==> src/rtl/pm_sleep_pkg.sv <==
package pm_sleep_pkg;

  localparam int REG_W     = 32;
  localparam int LANE_W    = 8;
  localparam int LANES     = REG_W / LANE_W;
  localparam int ROUTE_BIT = 0;
  localparam int GREL_BIT  = 2;
  localparam int TYPE_LO   = 10;
  localparam int TYPE_W    = 3;
  localparam int GO_BIT    = 13;
  localparam int TYPE_LANE = TYPE_LO / LANE_W;
  localparam int GO_LANE   = GO_BIT / LANE_W;
  localparam int GREL_LANE = GREL_BIT / LANE_W;
  localparam int ROUTE_LANE = ROUTE_BIT / LANE_W;

  // bits that keep their written value; everything else reads zero
  localparam logic [REG_W-1:0] KEEP_MASK =
    (REG_W'(1) << ROUTE_BIT) | (REG_W'((1 << TYPE_W) - 1) << TYPE_LO);

  typedef enum logic [TYPE_W-1:0] {
    ST_ON    = 3'd0,
    ST_HALT  = 3'd1,
    ST_RSV_A = 3'd2,
    ST_RSV_B = 3'd3,
    ST_RSV_C = 3'd4,
    ST_RAM   = 3'd5,
    ST_DISK  = 3'd6,
    ST_OFF   = 3'd7
  } slp_type_e;

  typedef struct packed {
    logic stopclk;
    logic cpusleep;
    logic s3;
    logic s5;
  } slp_lines_t;

  function automatic slp_lines_t slp_decode(slp_type_e t);
    slp_lines_t l;
    l = '0;
    unique case (t)
      ST_HALT: begin
        l.stopclk  = 1'b1;
        l.cpusleep = 1'b1;
      end
      ST_RAM:  l.s3 = 1'b1;
      ST_DISK, ST_OFF: begin
        l.s3 = 1'b1;
        l.s5 = 1'b1;
      end
      default: l = '0;
    endcase
    return l;
  endfunction

  function automatic logic slp_is_inert(slp_type_e t);
    return (t == ST_ON) || (t == ST_RSV_A) || (t == ST_RSV_B) || (t == ST_RSV_C);
  endfunction

endpackage

==> src/rtl/pm_ctl_regs.sv <==
module pm_ctl_regs
  import pm_sleep_pkg::*;
(
  input  logic                    clk,
  input  logic                    rst_n,
  input  logic                    wr,
  input  logic [LANES-1:0]        be,
  input  logic [REG_W-1:0]        wdata,
  output logic [REG_W-1:0]        rdata,
  output slp_type_e               eff_type,
  output logic                    go_evt,
  output logic                    grel_req,
  output logic                    route_q
);

  logic [REG_W-1:0] store_w;

  for (genvar l = 0; l < LANES; l++) begin : g_lane
    logic [LANE_W-1:0] lane_q;
    always_ff @(posedge clk or negedge rst_n) begin
      if (!rst_n)
        lane_q <= '0;
      else if (wr && be[l])
        lane_q <= wdata[l*LANE_W +: LANE_W] & KEEP_MASK[l*LANE_W +: LANE_W];
    end
    assign store_w[l*LANE_W +: LANE_W] = lane_q;
  end

  assign rdata    = store_w;
  assign route_q  = store_w[ROUTE_BIT];
  assign go_evt   = wr && be[GO_LANE] && wdata[GO_BIT];
  assign grel_req = wr && be[GREL_LANE] && wdata[GREL_BIT];
  assign eff_type = (wr && be[TYPE_LANE]) ? slp_type_e'(wdata[TYPE_LO +: TYPE_W])
                                          : slp_type_e'(store_w[TYPE_LO +: TYPE_W]);

  assert_type_write_R2: assert property (@(posedge clk) disable iff (!rst_n)
    (wr && be[TYPE_LANE]) |=> (rdata[TYPE_LO +: TYPE_W] == $past(wdata[TYPE_LO +: TYPE_W])));

  assert_type_hold_R2: assert property (@(posedge clk) disable iff (!rst_n)
    !(wr && be[TYPE_LANE]) |=> $stable(rdata[TYPE_LO +: TYPE_W]));

  assert_route_hold_R11: assert property (@(posedge clk) disable iff (!rst_n)
    !(wr && be[ROUTE_LANE]) |=> $stable(route_q));

endmodule

==> src/rtl/pm_grel_pulse.sv <==
module pm_grel_pulse (
  input  logic clk,
  input  logic rst_n,
  input  logic req,
  output logic evt
);

  always_ff @(posedge clk or negedge rst_n) begin
    if (!rst_n) evt <= 1'b0;
    else        evt <= req;
  end

  assert_grel_cause_R10: assert property (@(posedge clk) disable iff (!rst_n)
    evt |-> $past(req));

  assert_grel_fire_R10: assert property (@(posedge clk) disable iff (!rst_n)
    req |=> evt);

endmodule

==> src/rtl/pm_sleep_latch.sv <==
module pm_sleep_latch
  import pm_sleep_pkg::*;
(
  input  logic       clk,
  input  logic       rst_n,
  input  logic       go_evt,
  input  slp_type_e  go_type,
  input  logic       wake_clr,
  output slp_lines_t lines_q
);

  slp_lines_t decoded;
  slp_lines_t base;

  assign decoded = slp_decode(go_type);
  assign base    = wake_clr ? slp_lines_t'('0) : lines_q;

  always_ff @(posedge clk or negedge rst_n) begin
    if (!rst_n)
      lines_q <= '0;
    else if (go_evt)
      lines_q <= base | decoded;
    else if (wake_clr)
      lines_q <= '0;
  end

  assert_hold_R9: assert property (@(posedge clk) disable iff (!rst_n)
    (!go_evt && !wake_clr) |=> $stable(lines_q));

  assert_wake_R9: assert property (@(posedge clk) disable iff (!rst_n)
    (wake_clr && !go_evt) |=> (lines_q == '0));

  assert_inert_R7: assert property (@(posedge clk) disable iff (!rst_n)
    (go_evt && !wake_clr && slp_is_inert(go_type)) |=> $stable(lines_q));

  assert_s5_needs_s3_R6: assert property (@(posedge clk) disable iff (!rst_n)
    lines_q.s5 |-> lines_q.s3);

  assert_halt_pair_R4: assert property (@(posedge clk) disable iff (!rst_n)
    lines_q.stopclk == lines_q.cpusleep);

endmodule

==> src/rtl/pm_sleep_ctl.sv <==
module pm_sleep_ctl
  import pm_sleep_pkg::*;
(
  input  logic                 clk,
  input  logic                 rst_n,
  input  logic                 reg_wr,
  input  logic [LANES-1:0]     reg_be,
  input  logic [REG_W-1:0]     reg_wdata,
  output logic [REG_W-1:0]     reg_rdata,
  input  logic                 wake_clr,
  output logic                 stopclk_req,
  output logic                 cpusleep_req,
  output logic                 susp_ram,
  output logic                 soft_off,
  output logic                 grel_evt,
  output logic                 route_sci
);

  slp_type_e  eff_type;
  logic       go_evt;
  logic       grel_req;
  logic       route_q;
  slp_lines_t lines_q;

  pm_ctl_regs u_regs (
    .clk      (clk),
    .rst_n    (rst_n),
    .wr       (reg_wr),
    .be       (reg_be),
    .wdata    (reg_wdata),
    .rdata    (reg_rdata),
    .eff_type (eff_type),
    .go_evt   (go_evt),
    .grel_req (grel_req),
    .route_q  (route_q)
  );

  pm_grel_pulse u_grel (
    .clk   (clk),
    .rst_n (rst_n),
    .req   (grel_req),
    .evt   (grel_evt)
  );

  pm_sleep_latch u_latch (
    .clk      (clk),
    .rst_n    (rst_n),
    .go_evt   (go_evt),
    .go_type  (eff_type),
    .wake_clr (wake_clr),
    .lines_q  (lines_q)
  );

  assign stopclk_req  = lines_q.stopclk;
  assign cpusleep_req = lines_q.cpusleep;
  assign susp_ram     = lines_q.s3;
  assign soft_off     = lines_q.s5;
  assign route_sci    = route_q;

  assert_trig_read_zero_R3: assert property (@(posedge clk) disable iff (!rst_n)
    (reg_wr && reg_wdata[GO_BIT] && reg_wdata[GREL_BIT]) |=>
      (reg_rdata[GO_BIT] == 1'b0 && reg_rdata[GREL_BIT] == 1'b0));

  assert_go_lane_R12: assert property (@(posedge clk) disable iff (!rst_n)
    (!reg_wr || !reg_be[GO_LANE]) && !wake_clr |=>
      $stable({stopclk_req, cpusleep_req, susp_ram, soft_off}));

  assert_grel_lane_R12: assert property (@(posedge clk) disable iff (!rst_n)
    (!reg_wr || !reg_be[GREL_LANE]) |=> !grel_evt);

endmodule

==> config.mk <==
export PLATFORM = sky130hd
export DESIGN_NAME = pm_sleep_ctl
export DESIGN_NICKNAME = d
export VERILOG_FILES = /design/src/rtl/pm_sleep_pkg.sv /design/src/rtl/pm_ctl_regs.sv /design/src/rtl/pm_grel_pulse.sv /design/src/rtl/pm_sleep_latch.sv /design/src/rtl/pm_sleep_ctl.sv
export SDC_FILE = /design/constraint.sdc
export NUM_CORES = 1
export LEC_CHECK = 0
export BUFFER_PORTS_ARGS = -buffer_cell sky130_fd_sc_hd__clkbuf_2
export CAP_MARGIN = 30
export CORE_ASPECT_RATIO = 0.75
export CORE_MARGIN = 10
export CORE_UTILIZATION = 32
export DETAILED_ROUTE_END_ITERATION = 10
export PLACE_DENSITY = 0.79
export SETUP_SLACK_MARGIN = 0.4
export SYNTH_ARGS = -nofsm -noshare
export SYNTH_HDL_FRONTEND = slang
export SYNTH_SLANG_ARGS = --single-unit
export TNS_END_PERCENT = 5
==> constraint.sdc <==
create_clock -name clk -period 1.9 [get_ports clk]
set_input_delay 0.19 -clock clk [delete_from_list [all_inputs] [get_ports clk]]
set_output_delay 0.19 -clock clk [all_outputs]
set_load 0.005 [all_outputs]
==> impl_summary.log, run 1 <==
[metrics] total congestion overflow after global routing: 0
[metrics] final-layout fill cell count: 198
[metrics] setup tns final: 0 ns
[metrics] most frequent cell after synthesis: sky130_fd_sc_hd__buf_4
[metrics] # rows: 13
[metrics] setup skew after layout: 0 ns
[metrics] Async SR Flop Fraction: 1.00
[metrics] Die W: 69.1 um
[metrics] Total Routing Usage GR: 0.0626
[metrics] Initial Utilization: 0.335
[metrics] Cells after Synth: 59
[metrics] required arrival time at the worst endpoint: 1.71 ns
[metrics] total half-perimeter wirelength after legalization and detailed placement: 1160 um
[metrics] stage delay of the slowest cell on the critical path: 0.39 ns
[metrics] Non-Filler Cell Area, Final: 631 um2
[metrics] leak pwr: 0.362 nW
[metrics] via count of the first global-routing pass: 402
[metrics] number of flops mapped to enable cells by yosys: 0
[metrics] RSZ-0062 raised after global routing: no
[metrics] share of layout cells above drive strength 1: 0.325
[metrics] antenna cell count: 0
[metrics] antenna violations before repair: 0
[metrics] area growth from synthesis to final layout: 9.09%
[metrics] overall power after layout: 0.439 mW
[metrics] total of warnings raised by yosys: 0
[metrics] CTS Buf Count: 3
[metrics] sequential area share after synthesis: 0.390
[metrics] beginning of the worst register-to-register path: u_regs.g_lane[1].lane_q[2]
[metrics] area of placed instances: 594 um2
[metrics] Post-Route WL: 1240 um
[metrics] final cell utilization of the core: 0.366
[metrics] vias post-DR: 380
[metrics] synthesized area per cell: 9.80 um2
[metrics] largest net degree at the start of global routing: 10
[metrics] total buffers and inverters traversed by the critical path: 1
[metrics] standard cell with the maximum stage delay on the critical path: sky130_fd_sc_hd__dfrtp_1
[metrics] clock transition at the register clock pins on the worst setup and hold paths after CTS: 0.06 ns
[metrics] final worst-path cycle share: 0.502
[metrics] kind of launch point of the worst setup path: register
[metrics] Post-DRT Antenna Nets: 0
[metrics] clock tree root buffer cell: sky130_fd_sc_hd__clkbuf_4
[metrics] final period demand of the worst path: 0.953 ns
[metrics] power per standard cell area: 696 nW/um2
[metrics] number of I/O port buffers: 21
[metrics] maximum vdd ir drop: 0.257 mV
[metrics] largest area contributor in the netlist: sky130_fd_sc_hd__dfrtp_1
[metrics] buffers from clock root to sink, at most: 2
[metrics] Sinks on Clock Net: 9
[metrics] area fraction of the dominant cell type after synthesis: 0.390
[metrics] PostCTS Resize Cnt: 0
[metrics] Commonest cells post-synth: sky130_fd_sc_hd__buf_4, sky130_fd_sc_hd__dfrtp_1, sky130_fd_sc_hd__inv_1
[metrics] drt via density: 3.62
[metrics] ordered cell list for the critical path: clkbuf_2
[metrics] distinct cell type count after synthesis: 13
[metrics] cells taking the most area after synthesis: sky130_fd_sc_hd__dfrtp_1, sky130_fd_sc_hd__buf_4, sky130_fd_sc_hd__mux2_1
[metrics] global-route wire length before repair: 1940 um
[metrics] cell count after placement: 100
[metrics] post-CTS setup buffer count: 0
[metrics] result of the run: finished clean
[metrics] First-pass DRT Iterations: 2
[metrics] setup violators final: 0
[metrics] synthesis-stage register bit count: 9
[metrics] CTS tree: built
[metrics] area of combinational cells with multiple inputs: 218 um2
[metrics] initial drt markers: 1
[metrics] max_cap viols: 0
[metrics] critical hold path startpoint: wake_clr
[metrics] dominant delay contributor by cell family on the critical path: flip-flops
[metrics] Max Clock Freq: 1050 MHz
[metrics] top_reg_cell synth: sky130_fd_sc_hd__dfrtp_1
[metrics] area of all sequential standard cells: 225 um2
[metrics] signal arrival time at the worst endpoint: 0.76 ns
[metrics] wire per inst: 11.8 um
[metrics] total I/O pin count: 78
[metrics] area enclosed by the die boundary: 3920 um2
[metrics] final hold violation count: 0
[metrics] Core Box Area: 1720 um2
[metrics] clock latency at the later pin of the worst-skew pair: 0.26 ns
[metrics] Critical Path Start: u_regs.g_lane[0].lane_q[0]
[metrics] kind of end point of the critical path: output pin
[metrics] count of pins over their slew limit: 0
[metrics] non-filler cells in the finished layout: 105
[metrics] Total Nets Final: 124
[metrics] critical path class: register to output pin
[metrics] maximum level of the CTS H-tree: 1
[metrics] top fanout value on the critical path: 3
[metrics] kind of path behind the tightest hold check: input pin to register
[metrics] Netlist Area Pre-Place: 578 um2
[metrics] chip height: 56.8 um
[metrics] number of design rule violations left after detail routing: 0
[metrics] placer congestion estimate: 0.695
[area by class of cell]
class / count / share of cell area
sequential: 9 / 0.357
multi-input combinational: 43 / 0.345
timing repair buffer: 22 / 0.183
tap: 22 / 0.0437
clock buffer: 4 / 0.0417
inverter: 5 / 0.0298
[per-stage QoR]
stage / setup WS [ns] / hold WS [ns]
final: 0.947 / 0.167
after global routing: 0.904 / 0.165
after CTS: 0.922 / 0.157
after detailed placement: 1.02 / 0.0532
after global placement: 1.04 / 0.0555
after floorplan: 1.13 / -0.106
[power by group]
| group | internal, mW | switching, mW | total (mW) |
|---|---|---|---|
| Combinational | 0.0346 | 0.0444 | 0.0789 |
| Sequential | 0.208 | 0.00791 | 0.216 |
| Clock | 0.0807 | 0.0634 | 0.144 |
| Total | 0.323 | 0.116 | 0.439 |
[flip-flops by register name, summed over array words and instances (netlist names)]
signal,count
u_latch.lines_q,4
u_regs.g_lane.lane_q,4
u_grel.evt,1
[placed cells by master, fill, tap and decap left out, drive strengths merged]
master / n
nor2: 1
inv: 5
conb: 28
dfrtp: 9
clkbuf: 25
nand2: 3
dlygate4sd3: 1
mux2: 4
nand4bb: 1
o22ai: 4
nand4: 1
and3: 1
[per-layer routing]
layer / GRT usage / vias up / routed length [um]
li1: - / 181 / -
met3: 0.0474 / 4 / 120
met5: 0 / - / 0
met2: 0.117 / 21 / 730
met4: 0.0344 / 0 / 24
met1: 0.0441 / 174 / 363
[final timing paths]
| path | to | slack, ns | depth (start not counted) |
|---|---|---|---|
| setup / recovery | route_sci | 0.95 | 1 |
| hold / removal | u_latch.lines_q[1] | 0.17 | 2 |
| setup reg to reg | u_regs.g_lane[1].lane_q[2] | 1.12 | 1 |
| hold reg to reg | u_regs.g_lane[1].lane_q[3] | 0.49 | 1 |
| max in group asynchronous | u_regs.g_lane[1].lane_q[2] | 1.40 | 2 |
| min in group asynchronous | u_grel.evt | 0.31 | 2 |
[cell families (layout without fill, tap and decap cells)]
group / count (synthesis) / in the layout / synth area share
buf+inv: 34 / 31 / 0.409
flops: 9 / 9 / 0.390
simple gates: 7 / 7 / 0.0736
compound gates: 4 / 4 / 0.0433
mux: 4 / 4 / 0.0779
other cells: 1 / 28 / 0.00649
[what timing repair did]
| item | 4_1_cts | 5_1_grt |
|---|---|---|
| endpoints found under the setup margin | 0 | 0 |
| hold endpoints to repair | 9 | 0 |
| hold buffers | 1 | 0 |
No activity file was read; power rests on OpenSTA's default activity.
==> inputs of run 2 (changes only) <==
--- a/config.mk
+++ b/config.mk
@@ -9,9 +9,9 @@
 export CAP_MARGIN = 30
 export CORE_ASPECT_RATIO = 0.75
 export CORE_MARGIN = 10
-export CORE_UTILIZATION = 32
+export CORE_UTILIZATION = 30
 export DETAILED_ROUTE_END_ITERATION = 10
-export PLACE_DENSITY = 0.79
+export PLACE_DENSITY = 0.74
 export SETUP_SLACK_MARGIN = 0.4
 export SYNTH_ARGS = -nofsm -noshare
 export SYNTH_HDL_FRONTEND = slang
==> constraint.sdc (replaced) <==
create_clock -name clk -period 0.95 [get_ports clk]
set_input_delay 0.095 -clock clk [delete_from_list [all_inputs] [get_ports clk]]
set_output_delay 0.095 -clock clk [all_outputs]
set_load 0.005 [all_outputs]
==> run 2 against run 1 <==
First-iteration DRC count grew to 28 times the previous value. Clock power is 100% higher. Non-clock buffer count stayed put. Critical endpoint is now reg_rdata[0]. Cell count stayed put. Critical path type unchanged. Final area is 2.6% higher.
==> impl_summary.log, run 2 (synthesized netlist as in run 1, its figures left out) <==
[metrics] buffers from clock root to sink, at most: 2 (unchanged)
[metrics] Placement Setup Slack: 0.181 ns (was 1.02 ns)
[metrics] RSZ-0062 raised after global routing: yes (was no)
[metrics] setup skew after layout: 0 ns (unchanged)
[metrics] crit path setup slack, layout: 0.0664 ns (was 0.947 ns)
[metrics] # rows: 13 (unchanged)
[metrics] antenna cell count: 0 (unchanged)
[metrics] initial drt markers: 28 (was 1)
[metrics] Post-Route WL: 1440 um (was 1240 um)
[metrics] critical path class: register to output pin (unchanged)
[metrics] CTS Buf Count: 3 (unchanged)
[metrics] Sinks on Clock Net: 9 (unchanged)
[metrics] antenna violations before repair: 0 (unchanged)
[metrics] max_cap viols: 0 (unchanged)
[metrics] share of layout cells above drive strength 1: 0.373 (was 0.325)
[metrics] total congestion overflow after global routing: 0 (unchanged)
[metrics] standard cell with the maximum stage delay on the critical path: sky130_fd_sc_hd__dfrtp_1 (unchanged)
[metrics] number of I/O port buffers: 21 (unchanged)
[metrics] stage delay of the slowest cell on the critical path: 0.40 ns (was 0.39 ns)
[metrics] result of the run: finished clean (unchanged)
[metrics] total buffers and inverters traversed by the critical path: 1 (unchanged)
[metrics] clock tree root buffer cell: sky130_fd_sc_hd__clkbuf_4 (unchanged)
[metrics] final-layout fill cell count: 179 (was 198)
[metrics] First-pass DRT Iterations: 2 (unchanged)
[metrics] area of combinational cells with multiple inputs: 233 um2 (was 218 um2)
[metrics] final period demand of the worst path: 0.884 ns
[metrics] ordered cell list for the critical path: clkbuf_2 (unchanged)
[metrics] Initial Utilization: 0.326 (was 0.335)
[metrics] wire per inst: 13.7 um (was 11.8 um)
[metrics] kind of launch point of the worst setup path: register (unchanged)
[metrics] required arrival time at the worst endpoint: 0.85 ns (was 1.71 ns)
[metrics] maximum vdd ir drop: 0.738 mV (was 0.257 mV)
[metrics] top fanout value on the critical path: 3 (unchanged)
[metrics] dominant delay contributor by cell family on the critical path: flip-flops (unchanged)
[metrics] area growth from synthesis to final layout: 11.9% (was 9.09%)
[metrics] total half-perimeter wirelength after legalization and detailed placement: 1290 um (was 1160 um)
[metrics] kind of path behind the tightest hold check: input pin to register (unchanged)
[metrics] global-route wire length before repair: 2200 um (was 1940 um)
[metrics] FF-to-FF setup slack: 0.18 ns (was 1.12 ns)
[metrics] maximum level of the CTS H-tree: 1 (unchanged)
[metrics] PostCTS Resize Cnt: 0 (unchanged)
[metrics] kind of end point of the critical path: output pin (unchanged)
[metrics] post-CTS setup buffer count: 0 (unchanged)
[metrics] Core Box Area: 1770 um2 (was 1720 um2)
[metrics] power per standard cell area: 1410 nW/um2 (was 696 nW/um2)
[metrics] chip height: 58.0 um (was 56.8 um)
[metrics] Die W: 70.7 um (was 69.1 um)
[metrics] final worst-path cycle share: 0.930
[metrics] count of pins over their slew limit: 0 (unchanged)
[metrics] most frequent standard cell in the layout excluding fill and tap cells: sky130_fd_sc_hd__conb_1 (unchanged)
[metrics] area enclosed by the die boundary: 4100 um2 (was 3920 um2)
[metrics] largest net degree at the start of global routing: 10 (unchanged)
[metrics] vias post-DR: 387 (was 380)
[metrics] number of design rule violations left after detail routing: 0 (unchanged)
[metrics] clock latency at the later pin of the worst-skew pair: 0.26 ns (about the same)
[metrics] leak pwr: 0.383 nW (was 0.362 nW)
[metrics] setup violators final: 0 (unchanged)
[metrics] most frequent cells in the layout: sky130_fd_sc_hd__conb_1, sky130_fd_sc_hd__clkbuf_2, sky130_fd_sc_hd__dfrtp_1 (unchanged)
[metrics] non-filler cells in the finished layout: 105 (unchanged)
[metrics] signal arrival time at the worst endpoint: 0.79 ns (was 0.76 ns)
[metrics] drt via density: 3.69 (was 3.62)
[metrics] Total Routing Usage GR: 0.0682 (was 0.0626)
[metrics] placer congestion estimate: 0.804 (was 0.695)
[metrics] Total Nets Final: 124 (unchanged)
[metrics] area of all sequential standard cells: 225 um2 (unchanged)
[metrics] Max Clock Freq: 1130 MHz
[metrics] clock transition at the register clock pins on the worst setup and hold paths after CTS: 0.06 ns (about the same)
[metrics] total I/O pin count: 78 (unchanged)
[metrics] CTS tree: built (unchanged)
[metrics] setup tns final: 0 ns (unchanged)
[metrics] final hold violation count: 0 (unchanged)
[metrics] Largest regs: u_latch.lines_q x4, u_regs.g_lane.lane_q x4, u_grel.evt x1 (unchanged)
[metrics] cell count after placement: 100 (unchanged)
[metrics] via count of the first global-routing pass: 469 (was 402)
[metrics] Post-DRT Antenna Nets: 0 (unchanged)
run 2: changes by cell type in the layout (fill, tap and decap cells not counted):
| cell | previous run | this run |
|---|---|---|
| sky130_fd_sc_hd__mux2_4 | 0 | 4 |
| sky130_fd_sc_hd__mux2_1 | 3 | 0 |
| sky130_fd_sc_hd__clkbuf_1 | 1 | 0 |
| sky130_fd_sc_hd__clkinv_2 | 0 | 1 |
| sky130_fd_sc_hd__mux2_2 | 1 | 0 |
run 2: routing by layer:
| metal | GRT usage | vias to the layer above | part of all wire |
|---|---|---|---|
| met2 | 0.117 | 32 | 0.50 |
| met4 | 0.0496 | 0 | 0.024 |
| li1 | - | 179 | - |
| met5 | 0 | - | 0 |
| met3 | 0.0255 | 4 | 0.089 |
| met1 | 0.0675 | 172 | 0.39 |
run 2: timing repair:
action,CTS,global route
endpoints found under the hold margin,9,0
hold buffers,1,0
endpoints found under the setup margin,18,18
run 2: final timing paths:
check / from / endpoint / depth (start not counted)
max: u_regs.g_lane[0].lane_q[0] / reg_rdata[0] / 1
max in group asynchronous: rst_n / u_latch.lines_q[1] / 2
max reg2reg: u_regs.g_lane[0].lane_q[0] / u_regs.g_lane[0].lane_q[0] / 1
min reg2reg: u_regs.g_lane[1].lane_q[3] / u_regs.g_lane[1].lane_q[3] / 1
min in group asynchronous: rst_n / u_grel.evt / 2
min: reg_wdata[0] / u_regs.g_lane[0].lane_q[0] / 2
run 2: cell type report:
cell class	instances	area share
multi-input combinational	43	0.360
sequential	9	0.348
timing repair buffer	22	0.178
tap	22	0.0426
clock buffer	3	0.0348
inverter	5	0.0290
clock inverter	1	0.00774
run 2: stage by stage:
stage | power [mW] | hold WS (ns) | instance area, um2 | util
2_1_floorplan | 0.618 | -0.201 | 694 | -
3_3_place_gp | 0.610 | -0.0440 | 609 | 0.344
3_5_place_dp | 0.620 | -0.0372 | 609 | 0.344
4_1_cts | 0.918 | 0.0629 | 647 | 0.365
5_1_grt | 0.982 | 0.0585 | 647 | 0.365
6_report | 0.913 | 0.0681 | 647 | 0.365
run 2: report_power, final:
| group | internal, mW | leakage, nW | switching (mW) |
|---|---|---|---|
| sequential | 0.416 | 0.115 | 0.0199 |
| combinational | 0.0882 | 0.250 | 0.0965 |
| clock | 0.155 | 0.0177 | 0.137 |
| total | 0.659 | 0.383 | 0.254 |
